## src/rtl/dacfe_pkg.sv

```systemverilog
package dacfe_pkg;
    typedef enum logic [1:0] {
        FS_IDLE   = 2'd0,
        FS_SHIFT  = 2'd1,
        FS_COMMIT = 2'd2,
        FS_DROP   = 2'd3
    } frame_state_e;
endpackage

```

## src/rtl/dacfe_sync.sv

```systemverilog
module dacfe_sync #(
    parameter int           W       = 1,
    parameter logic [W-1:0] RST_VAL = '0
) (
    input  logic         clk,
    input  logic         rst_n,
    input  logic [W-1:0] d,
    output logic [W-1:0] q
);
    logic [W-1:0] meta;

    always_ff @(posedge clk or negedge rst_n) begin
        if (!rst_n) begin
            meta <= RST_VAL;
            q    <= RST_VAL;
        end else begin
            meta <= d;
            q    <= meta;
        end
    end
endmodule

```

## src/rtl/dacfe_frame_fsm.sv

```systemverilog
module dacfe_frame_fsm
    import dacfe_pkg::*;
#(
    parameter int FRAME_BITS = 12,
    parameter int CNT_W      = 4
) (
    input  logic                  clk,
    input  logic                  rst_n,
    input  logic                  cs_s,
    input  logic                  sclk_rise,
    input  logic                  sdi_s,
    output frame_state_e          st,
    output logic [CNT_W-1:0]      bit_cnt,
    output logic [FRAME_BITS-1:0] shreg,
    output logic                  wr_en
);
    localparam logic [CNT_W-1:0] CNT_FULL = CNT_W'(FRAME_BITS);
    localparam logic [CNT_W-1:0] CNT_SAT  = '1;

    frame_state_e st_nx;

    // next-state decode
    always_comb begin
        st_nx = st;
        unique case (st)
            FS_IDLE:   if (!cs_s) st_nx = FS_SHIFT;
            FS_SHIFT:  if (cs_s)  st_nx = (bit_cnt == CNT_FULL) ? FS_COMMIT : FS_DROP;
            FS_COMMIT: st_nx = FS_IDLE;
            FS_DROP:   st_nx = FS_IDLE;
            default:   st_nx = FS_IDLE;
        endcase
    end

    // state register
    always_ff @(posedge clk or negedge rst_n) begin
        if (!rst_n) st <= FS_IDLE;
        else        st <= st_nx;
    end

    // shift path and bit counter; only system reset touches them
    always_ff @(posedge clk or negedge rst_n) begin
        if (!rst_n) begin
            bit_cnt <= '0;
            shreg   <= '0;
        end else if (st == FS_IDLE && !cs_s) begin
            bit_cnt <= '0;
        end else if (st == FS_SHIFT && !cs_s && sclk_rise) begin
            shreg <= {shreg[FRAME_BITS-2:0], sdi_s};
            if (bit_cnt != CNT_SAT) bit_cnt <= bit_cnt + 1'b1;
        end
    end

    // outputs
    always_comb begin
        wr_en = 1'b0;
        unique case (st)
            FS_COMMIT: wr_en = 1'b1;
            default:   wr_en = 1'b0;
        endcase
    end
endmodule

```

## src/rtl/dacfe_reg_bank.sv

```systemverilog
module dacfe_reg_bank #(
    parameter int NUM_CH = 4,
    parameter int DATA_W = 8,
    parameter int ADDR_W = 2
) (
    input  logic                     clk,
    input  logic                     rst_n,
    input  logic                     clr_s,
    input  logic                     load_s,
    input  logic                     wr_en,
    input  logic [ADDR_W-1:0]        wr_addr,
    input  logic [DATA_W-1:0]        wr_data,
    output logic [NUM_CH*DATA_W-1:0] in_flat,
    output logic [NUM_CH*DATA_W-1:0] dac_flat
);
    for (genvar c = 0; c < NUM_CH; c++) begin : g_ch
        logic [DATA_W-1:0] in_q;
        logic [DATA_W-1:0] dac_q;

        always_ff @(posedge clk or negedge rst_n) begin
            if (!rst_n) begin
                in_q  <= '0;
                dac_q <= '0;
            end else if (!clr_s) begin
                in_q  <= '0;
                dac_q <= '0;
            end else begin
                if (wr_en && wr_addr == ADDR_W'(c)) in_q <= wr_data;
                if (!load_s) dac_q <= in_q;
            end
        end

        assign in_flat[c*DATA_W +: DATA_W]  = in_q;
        assign dac_flat[c*DATA_W +: DATA_W] = dac_q;
    end
endmodule

```

## src/rtl/quad_dac_serial_front.sv

```systemverilog
module quad_dac_serial_front
    import dacfe_pkg::*;
#(
    parameter int NUM_CH = 4,
    parameter int DATA_W = 8,
    parameter int RSV_W  = 2
) (
    input  logic                     clk,
    input  logic                     rst_n,
    input  logic                     cs_n_i,
    input  logic                     sclk_i,
    input  logic                     sdi_i,
    input  logic                     load_n_i,
    input  logic                     clear_n_i,
    input  logic                     shdn_i,
    output logic [NUM_CH*DATA_W-1:0] dac_code_o,
    output logic                     shdn_o
);
    localparam int ADDR_W     = (NUM_CH > 1) ? $clog2(NUM_CH) : 1;
    localparam int FRAME_BITS = ADDR_W + RSV_W + DATA_W;
    localparam int CNT_W      = $clog2(FRAME_BITS + 4);

    // pin order: shdn, clear, load, sdi, sclk, cs
    logic [5:0] pins_raw, pins_s;
    logic cs_s, sclk_s, sdi_s, load_s, clr_s;
    logic sclk_d, sclk_rise;

    assign pins_raw = {shdn_i, clear_n_i, load_n_i, sdi_i, sclk_i, cs_n_i};

    dacfe_sync #(.W(6), .RST_VAL(6'b011001)) u_sync (
        .clk (clk),
        .rst_n(rst_n),
        .d   (pins_raw),
        .q   (pins_s)
    );

    assign cs_s   = pins_s[0];
    assign sclk_s = pins_s[1];
    assign sdi_s  = pins_s[2];
    assign load_s = pins_s[3];
    assign clr_s  = pins_s[4];
    assign shdn_o = pins_s[5];

    always_ff @(posedge clk or negedge rst_n) begin
        if (!rst_n) sclk_d <= 1'b0;
        else        sclk_d <= sclk_s;
    end
    assign sclk_rise = sclk_s & ~sclk_d;

    frame_state_e            st;
    logic [CNT_W-1:0]        bit_cnt;
    logic [FRAME_BITS-1:0]   shreg;
    logic                    wr_en;
    logic [NUM_CH*DATA_W-1:0] in_flat;

    dacfe_frame_fsm #(.FRAME_BITS(FRAME_BITS), .CNT_W(CNT_W)) u_fsm (
        .clk      (clk),
        .rst_n    (rst_n),
        .cs_s     (cs_s),
        .sclk_rise(sclk_rise),
        .sdi_s    (sdi_s),
        .st       (st),
        .bit_cnt  (bit_cnt),
        .shreg    (shreg),
        .wr_en    (wr_en)
    );

    dacfe_reg_bank #(.NUM_CH(NUM_CH), .DATA_W(DATA_W), .ADDR_W(ADDR_W)) u_bank (
        .clk     (clk),
        .rst_n   (rst_n),
        .clr_s   (clr_s),
        .load_s  (load_s),
        .wr_en   (wr_en),
        .wr_addr (shreg[FRAME_BITS-1 -: ADDR_W]),
        .wr_data (shreg[DATA_W-1:0]),
        .in_flat (in_flat),
        .dac_flat(dac_code_o)
    );
endmodule

```

## config.mk

```make
export PLATFORM = sky130hd
export DESIGN_NAME = quad_dac_serial_front
export DESIGN_NICKNAME = d
export VERILOG_FILES = /design/src/rtl/dacfe_pkg.sv /design/src/rtl/dacfe_sync.sv /design/src/rtl/dacfe_frame_fsm.sv /design/src/rtl/dacfe_reg_bank.sv /design/src/rtl/quad_dac_serial_front.sv
export SDC_FILE = /design/constraint.sdc
export NUM_CORES = 1
export LEC_CHECK = 0
export BUFFER_PORTS_ARGS = -buffer_cell sky130_fd_sc_hd__buf_2
export CAP_MARGIN = 20
export CORE_AREA = 2 2 101 103
export CTS_CLUSTER_DIAMETER = 50
export CTS_CLUSTER_SIZE = 10
export DETAILED_ROUTE_END_ITERATION = 7
export DIE_AREA = 0 0 103 105
export GPL_ROUTABILITY_DRIVEN = 0
export MAX_ROUTING_LAYER = met4
export PLACE_DENSITY = 0.62
export SETUP_SLACK_MARGIN = 0.4
export SLEW_MARGIN = 0
export SYNTH_ARGS = -nofsm -noshare
export SYNTH_HDL_FRONTEND = slang
export SYNTH_HIERARCHICAL = 1
export SYNTH_SLANG_ARGS = --single-unit
export TNS_END_PERCENT = 30
```

## constraint.sdc

```tcl
create_clock -name clk -period 1.8 [get_ports clk]
set_input_delay 0.27 -clock clk [delete_from_list [all_inputs] [get_ports clk]]
set_output_delay 0.27 -clock clk [all_outputs]
set_load 0.05 [all_outputs]
```

==> results.py <==
metrics = {
    "setup_path": {
        "setup.worst_path.end": "u_bank/g_ch[0].in_q[2]$_DFFE_PN0P_",
        "r2r_slack_ns": 0.42,
        "timing.rr.start": "u_fsm/st[0]$_DFFE_PN0P_",
        "worstPathCellList": "nor2b_4, or3b_4, mux2i_2",
        "cp-start-kind": "flop",
        "cp_data_required_time_ns": 2.03,
        "arrival_ns": 1.61,
        "crit_path_top_delay_cell": "or3b_4",
        "path_class": "reg2reg",
        "critPathMaxFanout": 8,
        "worst-r2r-cell-count": 3,
        "end_kind": "flop",
        "crit_start": "u_fsm/st[0]$_DFFE_PN0P_",
        "r2r_end": "u_bank/g_ch[0].in_q[2]$_DFFE_PN0P_",
        "crit_path_max_incr_delay_ns": 0.48,
    },
    "timing": {
        "tightest_slew_ns": 0.464,
        "post-route-period-util_pct": 76.9,
        "finalSetupViolCount": 0,
        "finalClockSkew_ns": 0.0129,
        "fin_tns_setup_ns": 0,
        "rsz0062_at_grt": "true",
        "hold_viol_final": 0,
        "layout_setup_ws_ns": 0.416,
        "maxSlewViolCount": 0,
        "relSlewSlack_pct": 68.9,
        "fmax_mhz": 722,
        "min_period_ns": 1.38,
    },
    "floorplanning": {
        "io_pins": 41,
        "core_area_sq_mm": 0.00964,
        "die-width_microns": 103,
        "dieArea_sq_mm": 0.0108,
        "die_height_microns": 105,
        "start_util_pct": 39.7,
        "num_rows": 36,
    },
    "cells_and_area": {
        "area_growth_pct": 17.3,
        "nets": 351,
        "final_cells": 479,
        "design_area_sq_mm": 0.00448,
        "drive_gt1_share_pct": 26.6,
        "n_antenna_cell": 0,
        "fillers": 906,
    },
    "synthesis": {
        "synth_edf_count": 0,
        "yosysTopAreaCell": "dfrtp_1",
        "avgSynthCellArea_sq_um": 13.2,
        "ys_ff_latch": 95,
        "syn-instance-count": 290,
        "synth_top_area_share_pct": 58.3,
        "yosys_warnings": 6,
        "synth_area_sq_mm": 0.00382,
        "syn_nets": 300,
        "ys_async_sr_fraction_pct": 100,
        "synthTopCellsByArea": "dfrtp_1 58%, mux2i_1 17%, nor2b_1 5.4%",
        "yosys-top-cells-count": "89 x dfrtp_1, 64 x mux2i_1, 43 x nand2_1",
        "synth.most_common_cell": "dfrtp_1",
        "ys_types": 24,
        "synth_flop_cell": "dfrtp_1",
        "yosysSeqAreaShare_pct": 62.4,
    },
    "routing": {
        "first_pass_iters": 4,
        "wl_mm": 6.87,
        "ant_nets": 0,
        "via_per_inst": 4.65,
        "first_iter_violations": 108,
        "drc": 0,
        "vias": 2227,
        "post_drt_wl_per_cell_microns": 14.3,
    },
    "cts": {
        "htree_num_levels": 3,
        "path_clk_slew_ns": 0.09,
        "cts_tree": "done",
        "cts_sinks": 95,
        "worstSkewPairLatency_ns": 0.36,
        "clockBufferDepth": 2,
        "numCtsBuffers": 9,
        "cts_root_buffer": "clkbuf_8",
    },
    "outcome": {
        "status": "complete, no violations",
    },
    "power": {
        "pwr_density_cell_mw_per_mm2": 915,
        "p_leak_nw": 2.36,
        "ir_worst_vdd_mv": 0.451,
    },
    "place": {
        "place_ws_ns": 0.265,
        "dp_hpwl_mm": 4.34,
        "portBuffers": 40,
        "placed_area_sq_mm": 0.00419,
        "placed_cells": 455,
    },
    "global_route": {
        "grt_pass1_vias": 2220,
        "overflow": 0,
        "grt_usage_pct": 13.8,
        "antenna_found_initial": 0,
        "grt_pass1_wl_mm": 11.1,
        "grt_max_degree": 41,
    },
    "job": {
        "maxCapViolCount": 0,
    },
    "worst_hold_path": {
        "hold_class": "in2reg",
    },
}
[layout make-up]
| type | instances | area (sq um) | area share (%) |
|---|---|---|---|
| tap | 133 | 166 | 3.71 |
| multi-input combinational | 177 | 1360 | 30.3 |
| inverter | 2 | 7.51 | 0.168 |
| timing repair buffer | 56 | 364 | 8.12 |
| clock buffer | 10 | 128 | 2.85 |
| sequential | 95 | 2390 | 53.3 |
| clock inverter | 6 | 68.8 | 1.54 |
[worst min-delay path by stage]
stage / from / endpoint / slack [ns] / cells after the start
after global routing: sclk_i / u_sync/meta[1]$_DFF_PN0_ / 0.005 / 1
after CTS: clear_n_i / u_sync/meta[4]$_DFF_PN1_ / 0.002 / 1
final: sdi_i / u_sync/meta[2]$_DFF_PN0_ / 0.02 / 1
after global placement: rst_n / u_sync/q[5]$_DFF_PN0_ / 0.23 / 1
after detailed placement: rst_n / u_bank/g_ch[2].dac_q[7]$_DFFE_PN0P_ / 0.24 / 1
after floorplan: rst_n / sclk_d$_DFF_PN0_ / -0.03 / 0
[metal layers]
metal	wire [microns]	vias to the layer above	global-route usage, %
met3	185	9	3.21
met4	111	0	5.83
met5	0	-	-
met2	3180	35	19.8
met1	3390	1100	18.9
li1	-	1083	-
[flip-flops by register name, indices dropped and copies added, names as in the netlist]
| register | flops |
|---|---|
| sclk_d | 1 |
| u_bank/g_ch.dac_q | 32 |
| u_bank/g_ch.in_q | 32 |
| u_fsm/bit_cnt | 4 |
| u_fsm/shreg | 12 |
| u_fsm/st | 2 |
| u_sync/meta | 6 |
| u_sync/q | 6 |
[report_power, final]
group | internal [W] | switching, W | total [W]
registers | 0.00224 | 0.0000799 | 0.00232
clock network | 0.000650 | 0.000729 | 0.00138
logic | 0.000174 | 0.000223 | 0.000397
total | 0.00307 | 0.00103 | 0.00410
[stage by stage]
step / hold WS (ns) / util (%) / power (W)
floorplan: -0.0256 / - / 0.00259
global placement: 0.231 / 43.4 / 0.00272
detailed placement: 0.238 / 43.4 / 0.00273
CTS: 0.00170 / 45.9 / 0.00414
global route: 0.00484 / 46.5 / 0.00430
finish: 0.0215 / 46.5 / 0.00410
[critical path, delay by kind of cell, from the launching register on]
kind	cells	cell delay, ns
flip-flops	1	0.46
multiplexers	1	0.18
AND/OR/NAND/NOR	2	0.63
[kinds of logic (layout without fill, tap and decap cells)]
family                   Yosys count  in the layout  share of synthesized area, %
buffers and inverters             19             74                          2.78
multiplexers                      76             76                          20.3
adder cells (fa/ha/maj)            2              2                         0.655
AND/OR/NAND/NOR                   92             93                          12.9
AO/OA/AOI/OAI                      6              6                         0.982
flip-flops                        95             95                          62.4
[cell usage in the layout, fill, tap and decap left out, types with 5 or more instances in the layout]
master,netlist,final
dfrtp_1,89,88
mux2i_1,64,63
nand2_1,43,43
buf_2,7,39
nor2b_1,33,32
mux2_2,12,12
clkbuf_8,0,9
buf_4,1,9
dlygate4sd3_1,0,5
dfstp_2,6,5
[repair_timing]
action,in CTS,in global routing
endpoints found under the setup margin,35,28
hold buffers,3,2
cloned,0,1
buffers inserted,0,2
pin swaps,0,0
hold endpoints to repair,25,2
resized for setup,4,3
Note: power is estimated with default switching activity, not from simulation.
